--- config.mk ---
export PLATFORM = sky130hd
export DESIGN_NAME = pcm_uart_bridge
export DESIGN_NICKNAME = d
export VERILOG_FILES = /design/src/rtl/pcm_uart_bridge.sv
export SDC_FILE = /design/constraint.sdc
export NUM_CORES = 1
export LEC_CHECK = 0
export BUFFER_PORTS_ARGS = -buffer_cell sky130_fd_sc_hd__buf_2
export CORE_AREA = 2 2 68 70
export DETAILED_ROUTE_END_ITERATION = 10
export DIE_AREA = 0 0 70 72
export PLACE_DENSITY_LB_ADDON = 0.12
export SYNTH_ARGS = -nofsm -noshare
export SYNTH_HDL_FRONTEND = slang
export SYNTH_SLANG_ARGS = --single-unit
export TNS_END_PERCENT = 100
--- constraint.sdc ---
create_clock -name clk -period 2.1 [get_ports clk]
set_input_delay 0.315 -clock clk [delete_from_list [all_inputs] [get_ports clk]]
set_output_delay 0.315 -clock clk [all_outputs]
set_load 0.05 [all_outputs]
--- src/rtl/pcm_uart_bridge.sv ---
module pcm_uart_bridge #(
  parameter int FRAME_CLKS  = 256,
  parameter int SAMPLE_BITS = 8,
  parameter int BIT_CLKS    = 18
) (
  input  logic clk,
  input  logic rst_n,
  input  logic pcm_rx,
  input  logic con_rx,
  input  logic sel_voice,
  output logic fsync,
  output logic slot_en,
  output logic host_rx
);
  localparam int FW = $clog2(FRAME_CLKS);
  localparam int BW = $clog2(BIT_CLKS);
  localparam int IW = $clog2(SAMPLE_BITS + 1);

  logic [FW-1:0]          fcnt;
  logic [SAMPLE_BITS-2:0] shreg;
  logic [SAMPLE_BITS-1:0] sample;
  logic                   active;
  logic [BW-1:0]          btmr;
  logic [IW-1:0]          bidx;
  logic                   sel_q;

  assign fsync   = (fcnt == FW'(FRAME_CLKS - 1));
  assign slot_en = (fcnt < FW'(SAMPLE_BITS));

  wire                   last_slot = (fcnt == FW'(SAMPLE_BITS - 1));
  wire [SAMPLE_BITS-1:0] word      = {shreg, pcm_rx};
  wire [IW-1:0]          dsel      = bidx - 1'b1;
  wire [SAMPLE_BITS-1:0] shifted   = sample >> dsel;
  wire                   line      = !active || ((bidx != '0) && shifted[0]);

  assign host_rx = sel_q ? line : con_rx;

  always_ff @(posedge clk or negedge rst_n) begin
    if (!rst_n) begin
      fcnt   <= '0;
      shreg  <= '0;
      sample <= '1;
      active <= 1'b0;
      btmr   <= '0;
      bidx   <= '0;
      sel_q  <= 1'b0;
    end else begin
      fcnt <= fsync ? '0 : fcnt + 1'b1;
      if (slot_en) shreg <= word[SAMPLE_BITS-2:0];
      if (!active) sel_q <= sel_voice;
      if (last_slot) begin
        sample <= word;
        active <= 1'b1;
        btmr   <= '0;
        bidx   <= '0;
      end else if (active) begin
        if (btmr == BW'(BIT_CLKS - 1)) begin
          btmr <= '0;
          if (bidx == IW'(SAMPLE_BITS)) active <= 1'b0;
          else                          bidx   <= bidx + 1'b1;
        end else begin
          btmr <= btmr + 1'b1;
        end
      end
    end
  end
endmodule

==> reports/results.txt, run 1 <==
outcome - finished, violations left
failing checks - negative setup slack
Startpoint Class - flip-flop
P_leak - 0.000858 uW
fin. max-slew vios - 0
GR Util met1 - 16.6%
Starting Density - 39.4%
Pwr Density - 687 nW/um^2
Tcrit/Tclk final - 102%
Post-Place Setup Slack - 0.0954 ns
CTS hold repair buffers - 0
clk_skew - 0.0107 ns
DRT antenna net count - 0
Cell variety after synth - 33
worst path required time - 1.78 ns
final core utilization - 45.5%
Final nets - 164
Post-Syn Area - 1680 sq um
later-pin clock latency in the skew report - 0.29 ns
register area - 861 sq um
filler instances - 414
routed vias - 1052
Layout area overhead - 15.4%
Clock power frac - 44.6%
IO Count - 8
GR peak layer - met2
initial antenna violation count - 0
combinational power share - 3.8%
placer congestion estimate - 0.742
CTS clk-pin slew, worst paths - 0.08 ns
Final setup viols - 1
n_diodes - 0
DIE AREA - 5040 sq um
row count - 24
post-route setup slack - -0.0506 ns
vias in the first global route - 1099
WS Path Type - flip-flop to primary output
post-route cell area - 1940 sq um
CP endpoint kind - primary output
total routed wirelength - 2.88 mm
dpl hpwl - 1.96 mm
total gr overflow - 0
register area share after synthesis - 51.2%
total of max-cap violations - 0
post-synthesis adder-cell area fraction - 4.46%
Final min period - 2.15 ns
multiplexer share of the synthesized area - 15.7%
Multi-input gate area - 792 sq um
Worst Path Max Fanout - 2
cell count after synthesis - 136
Global Route Usage Sum - 13.0%
Clock Sinks - 34
YS warnings - 0
drt pass-1 iters - 4
Core Area - 4260 sq um
Sw Pwr - 283 uW
Die Y-Extent - 72 um
initial DRC count - 21
final hold violations - 0
Avg Synthesized Cell Area - 12.4 sq um
CTS Buffer Depth - 2
Max VDD drop - 0.000319 V
RSZ-0062 raised after global routing - yes
Worst Path Buf+Inv - 2
largest net degree at the start of global routing - 35
Post-route DRC - 0
GRT met3 Usage - 4.17%
xor/xnor share of the synthesized area - 4.17%
IO Port Bufs - 7
power share of the sequential group - 51.5%
setup TNS - -0.0506 ns
Synth Area in Simple Gates - 14.2%
layout cell share with drive strength beyond 1 - 35.7%
max incr delay on CP - 0.40 ns
critical path, cell by cell - inv_2 -> ha_4 -> xor2_4 -> mux4_2 -> mux2i_1 -> o21ai_2 -> buf_6
switch share - 21.2%
net count after synthesis - 147
Die X - 70 um
HP Class - input pin to asynchronous set/reset pin
Arr. time, crit path - 1.84 ns
largest family of logic cells by synthesized area - multiplexers
Synth Area in Compound Gates - 6.32%
Hold WS - 0.0901 ns
vias per cell - 5.11
met2 usage - 19.8%
worst slew pin tran - 0.763 ns
CTS tree - built
Routed wire per std cell - 14.0 um
CTS buffer count - 5
Crit path max-delay family - multiplexers
internal power - 1050 uW
first-pass GRT wire length - 5.01 mm
Seq cells post-synth - 34
slowest stage cell, crit path - dfrtp_1
fmax - 0.465 GHz
Relative slew margins - 49.1%
Root Driver - clkbuf_8
Placed Area - 1780 sq um
htree depth - 2
-- repair_timing --
| item | in CTS | in global routing |
|---|---|---|
| pin swaps | 2 | 2 |
| setup buffers | 1 | 0 |
| hold endpoints to repair | 0 | 0 |
| gates resized for setup | 9 | 3 |
| endpoints found under the setup margin | 2 | 2 |
-- sequential cells by signal, summed over array words and instances (netlist names) --
name / cells
active: 1
bidx: 4
btmr: 5
fcnt: 8
sample: 8
sel_q: 1
shreg: 7
-- worst paths after layout --
| path | start | end | slack [ns] | depth (start not counted) |
|---|---|---|---|---|
| worst max register to register | fcnt[3] | sample[4] | 0.24 | 4 |
| worst max-delay path | bidx[1] | host_rx | -0.05 | 7 |
| min in group clk | sel_voice | sel_q | 0.25 | 3 |
| worst min register to register | fcnt[0] | fcnt[0] | 0.47 | 1 |
| worst min-delay path | rst_n | sel_q | 0.09 | 1 |
| max in group asynchronous | rst_n | fcnt[4] | 1.52 | 1 |
-- cell usage after synthesis, drive strengths merged --
cell type / n / area [sq um]
dfrtp: 26 / 651
mux2: 15 / 199
nor2: 12 / 61.3
dfstp: 8 / 210
o21ai: 8 / 40.0
a21oi: 6 / 30.0
ha: 6 / 75.1
inv: 6 / 22.5
nand2: 5 / 18.8
nand4: 5 / 31.3
xnor2: 5 / 43.8
nand3: 4 / 20.0
nor3: 4 / 20.0
xor2: 3 / 26.3
and2: 2 / 15.0
and3: 2 / 12.5
buf: 2 / 40.0
mux2i: 2 / 20.0
mux4: 2 / 45.0
nand3b: 2 / 15.0
o31ai: 2 / 15.0
a21o: 1 / 7.51
a31oi: 1 / 6.26
and4bb: 1 / 12.5
clkbuf: 1 / 3.75
nor2b: 1 / 6.26
nor4b: 1 / 8.76
o21bai: 1 / 7.51
or3: 1 / 6.26
or4: 1 / 11.3
-- final cells by class --
| cell class | count | area share (%) |
|---|---|---|
| multi-input combinational | 93 | 40.8 |
| tap | 52 | 3.35 |
| inverter | 6 | 1.16 |
| timing repair buffer | 13 | 4.71 |
| sequential | 34 | 44.4 |
| clock buffer | 5 | 3.55 |
| clock inverter | 3 | 2.06 |
-- per-stage QoR --
stage          std cells  total power (uW)
2_1_floorplan        136               725
3_3_place_gp         197               749
3_5_place_dp         197               751
4_1_cts              206              1360
5_1_grt              206              1390
6_report             206              1330
-- power groups by stage --
stage / clock (uW) / combinational, uW / sequential [uW]
after CTS: 620 / 52.9 / 688
after global routing: 645 / 56.2 / 690
after detailed placement: 0 / 50.6 / 700
final: 595 / 51.0 / 687
after global placement: 0 / 49.6 / 700
after floorplan: 0 / 30.3 / 695
-- placed cells by master, fill, tap and decap left out, types with 4 or more instances in the layout --
master    netlist  routed
mux2_4          8       8
nand3_1         4       4
o21ai_0         8       6
inv_1           6       4
buf_2           0       4
ha_1            6       4
clkbuf_8        0       5
a21oi_1         6       6
nor3_1          4       4
xnor2_1         5       5
buf_4           0       7
dfstp_2         8       8
nand4_1         5       5
nand2_1         5       5
dfrtp_1        26      26
mux2_2          7       7
nor2_1         11      11
-- cells by family (layout without fill, tap and decap cells) --
group / count (synthesis) / in the layout
AND/OR/NAND/NOR: 41 / 41
adder cells (fa/ha/maj): 6 / 6
multiplexers: 19 / 19
buffers and inverters: 9 / 27
AO/OA/AOI/OAI: 19 / 19
XOR/XNOR: 8 / 8
flip-flops: 34 / 34
-- layer usage --
| metal | vias up | wire length (um) |
|---|---|---|
| met4 | 0 | 61 |
| li1 | 520 | - |
| met3 | 7 | 111 |
| met2 | 14 | 1320 |
| met5 | - | 0 |
| met1 | 511 | 1380 |
(Power assumes the default switching activity.)
==> run 2: changes to the inputs <==
--- a/config.mk
+++ b/config.mk
@@ -5,10 +5,11 @@
 export SDC_FILE = /design/constraint.sdc
 export NUM_CORES = 1
 export LEC_CHECK = 0
+export ABC_AREA = 1
 export BUFFER_PORTS_ARGS = -buffer_cell sky130_fd_sc_hd__buf_2
-export CORE_AREA = 2 2 68 70
+export CORE_AREA = 2 2 69 71
 export DETAILED_ROUTE_END_ITERATION = 10
-export DIE_AREA = 0 0 70 72
+export DIE_AREA = 0 0 71 73
 export PLACE_DENSITY_LB_ADDON = 0.12
 export SYNTH_ARGS = -nofsm -noshare
 export SYNTH_HDL_FRONTEND = slang
==> reports/results.txt, run 2 <==
outcome - finished, final reports clean
DRT antenna net count - 0 (unchanged)
Final min period - 2.00 ns (-0.153 ns)
Global Route Usage Sum - 13.3% (+0.24 points)
switch share - 22.0% (+0.77 points)
critical path, cell by cell - inv_4 -> ha_4 -> inv_1 -> nand3_1 -> nand3_1 -> nand3_1 -> a21oi_2 -> buf_6
placer congestion estimate - 0.740 (-0.24%)
CTS tree - built
Max VDD drop - 0.000337 V (+5.7%)
Post-route DRC - 0 (unchanged)
vias per cell - 4.92 (-3.7%)
Post-synth EDFFs - 0 (unchanged)
final cell count without fillers - 260 (+26%)
Final nets - 216 (+32%)
setup TNS - 0 ns (+0.0506 ns)
Post-Syn Area - 1700 sq um (+1.3%)
net count after synthesis - 199 (+35%)
Worst Path Max Fanout - 6 (+4)
htree depth - 2 (unchanged)
Arr. time, crit path - 1.68 ns (-0.16 ns)
row count - 25 (+4.2%)
Commonest cells post-synth - nand2_1 (39), dfrtp_1 (26), o21ai_0 (22), inv_1 (21), nand3_1 (21)
Layout area overhead - 14.9%
Sw Pwr - 269 uW (-4.7%)
worst r2r src - fcnt[0]
CP endpoint kind - primary output
commonest non-fill, non-tap cells in the layout - nand2_1 (39), dfrtp_1 (26), o21ai_0 (22)
share of the synthesized area in the top cell type - 38.2% (-0.48 points)
P_leak - 0.000923 uW (+7.6%)
Routed wire per std cell - 11.5 um (-18%)
CTS Buffer Depth - 2 (unchanged)
Crit path max-delay family - flip-flops
IO Port Bufs - 7 (unchanged)
Root Driver - clkbuf_8
fmax - 0.501 GHz (+7.7%)
register area share after synthesis - 50.6% (-0.64 points)
power share of the sequential group - 55.8% (+4.3 points)
DIE AREA - 5180 sq um (+2.8%)
Post-Place Setup Slack - 0.244 ns (+0.148 ns)
FFs w/ async S/R, synth - 100% (unchanged)
Critical Path Stages - 8 (+1)
initial DRC count - 69 (+230%)
final hold violations - 0 (unchanged)
Die X - 71 um (+1.4%)
Hold WS - 0.101 ns (+0.0105 ns)
Final setup viols - 0 (-1)
layout cell share with drive strength beyond 1 - 21.4% (-14 points)
Pwr Density - 626 nW/um^2 (-8.9%)
commonest non-fill, non-tap cell in the layout - nand2_1
post-route setup slack - 0.102 ns (+0.153 ns)
max incr delay on CP - 0.41 ns (about the same)
cell count after synthesis - 188 (+38%)
reg2reg end - btmr[0]
Reg2Reg Depth - 6 (+2)
dominant cell type by area after synthesis - dfrtp_1
CTS buffer count - 5 (unchanged)
Worst path most repeated cell - nand3_1
YS warnings - 0 (unchanged)
Clock power frac - 40.2% (-4.4 points)
total of max-cap violations - 0 (unchanged)
Most used DFF post-synth - dfrtp_1
Worst Path Buf+Inv - 3 (+1)
first-pass GRT wire length - 5.31 mm (+6.1%)
Starting Density - 37.5% (-1.9 points)
DP Cell Count - 248 (+26%)
initial antenna violation count - 0 (unchanged)
Reg2Reg Setup Slack - 0.59 ns (+0.35 ns)
slowest stage cell, crit path - dfrtp_1
routed vias - 1278 (+21%)
HP Class - input pin to asynchronous set/reset pin
Startpoint Class - flip-flop
Clock Sinks - 34 (unchanged)
Core Area - 4540 sq um (+6.4%)
worst path required time - 1.78 ns (about the same)
total routed wirelength - 2.99 mm (+3.9%)
crit path launch - bidx[0]
Cell variety after synth - 26 (-21%)
total gr overflow - 0 (unchanged)
combinational power share - 4.0% (+0.2 points)
worst slew pin tran - 0.758 ns (-0.00548 ns)
Die Y-Extent - 73 um (+1.4%)
most instantiated library cell after synthesis - nand2_1
Tcrit/Tclk final - 95.1% (-7.3 points)
crit path to - host_rx
clk_skew - 0.00471 ns (-0.00597 ns)
dpl hpwl - 2.12 mm (+7.8%)
later-pin clock latency in the skew report - 0.28 ns (about the same)
internal power - 957 uW (-9.0%)
drt pass-1 iters - 4 (unchanged)
CTS clk-pin slew, worst paths - 0.07 ns (about the same)
Avg Synthesized Cell Area - 9.06 sq um (-27%)
Seq cells post-synth - 34 (unchanged)
fin. max-slew vios - 0 (unchanged)
IO Count - 8 (unchanged)
largest net degree at the start of global routing - 35 (unchanged)
largest registers - fcnt x8, sample x8, shreg x7
n_diodes - 0 (unchanged)
Area contributors post-synth - dfrtp_1 (38%), dfstp_2 (12%), nand2_1 (8.6%)
Relative slew margins - 49.5% (+0.37 points)
WS Path Type - flip-flop to primary output
vias in the first global route - 1206 (+9.7%)
==> run 2: changes by cell type after synthesis, moves of 3 or more <==
cell and change:
nor2_2 +3, a21oi_1 -4, o21ai_0 +14, nand4_1 -3, o21a_1 +3, inv_1 +15
xnor2_1 -4, nor3_1 -4, mux2_2 -7, mux2_4 -8, xor2_1 +6, nand2_1 +34
nand3_1 +17
==> run 2: stage by stage <==
step | total power [uW] | util (%) | area, sq um
detailed placement | 744 | 39.8 | 1800
floorplan | 719 | - | 1710
finish | 1230 | 43.1 | 1960
global placement | 742 | 39.8 | 1800
global route | 1280 | 43.1 | 1960
CTS | 1250 | 42.1 | 1910
==> run 2: final cells by class <==
class	instances	area [sq um]
multi-input combinational	127	756
clock buffer	7	86.3
fill	456	2580
timing repair buffer	13	86.3
clock inverter	1	5.00
sequential	34	861
tap	54	67.6
inverter	24	95.1
==> run 2: power by group through the flow <==
stage	Clock, uW	Combinational, uW	Sequential (uW)
after floorplan	0	25.3	693
after global placement	0	47.2	695
after detailed placement	0	48.4	695
after CTS	514	50.8	683
after global routing	541	57.3	685
final	493	49.2	684
==> run 2: worst min-delay path by stage <==
| stage | from | endpoint | depth (start not counted) |
|---|---|---|---|
| 6_report | rst_n | active | 1 |
| 3_5_place_dp | rst_n | bidx[0] | 1 |
| 4_1_cts | rst_n | bidx[3] | 1 |
| 5_1_grt | rst_n | shreg[1] | 1 |
| 2_1_floorplan | rst_n | active | 0 |
| 3_3_place_gp | rst_n | bidx[0] | 1 |
==> run 2: layer usage <==
| metal | part of all wire (%) | wire length (um) | track usage (%) | up-vias |
|---|---|---|---|---|
| li1 | - | - | - | 637 |
| met1 | 44 | 1330 | 16.2 | 617 |
| met2 | 50 | 1500 | 21.7 | 19 |
| met3 | 3.9 | 118 | 4.56 | 5 |
| met4 | 1.6 | 48 | 5.03 | 0 |
| met5 | 0 | 0 | 0 | - |
==> run 2: cells by family after synthesis <==
kind of cell / synth area share [%]
and+or+nand+nor: 23.1
DFF: 50.6
AOI/OAI and AO/OA: 10.2
buffers and inverters: 6.61
xor gates and xnor gates: 5.14
adders and majority gates: 4.41
==> run 2: timing repair <==
item / in CTS / in global routing
hold buffers: 0 / 0
endpoints found under the setup margin: 1 / 1
pin swaps: 0 / 1
gates cloned: 0 / 0
setup buffers: 1 / 3
gates resized for setup: 2 / 5
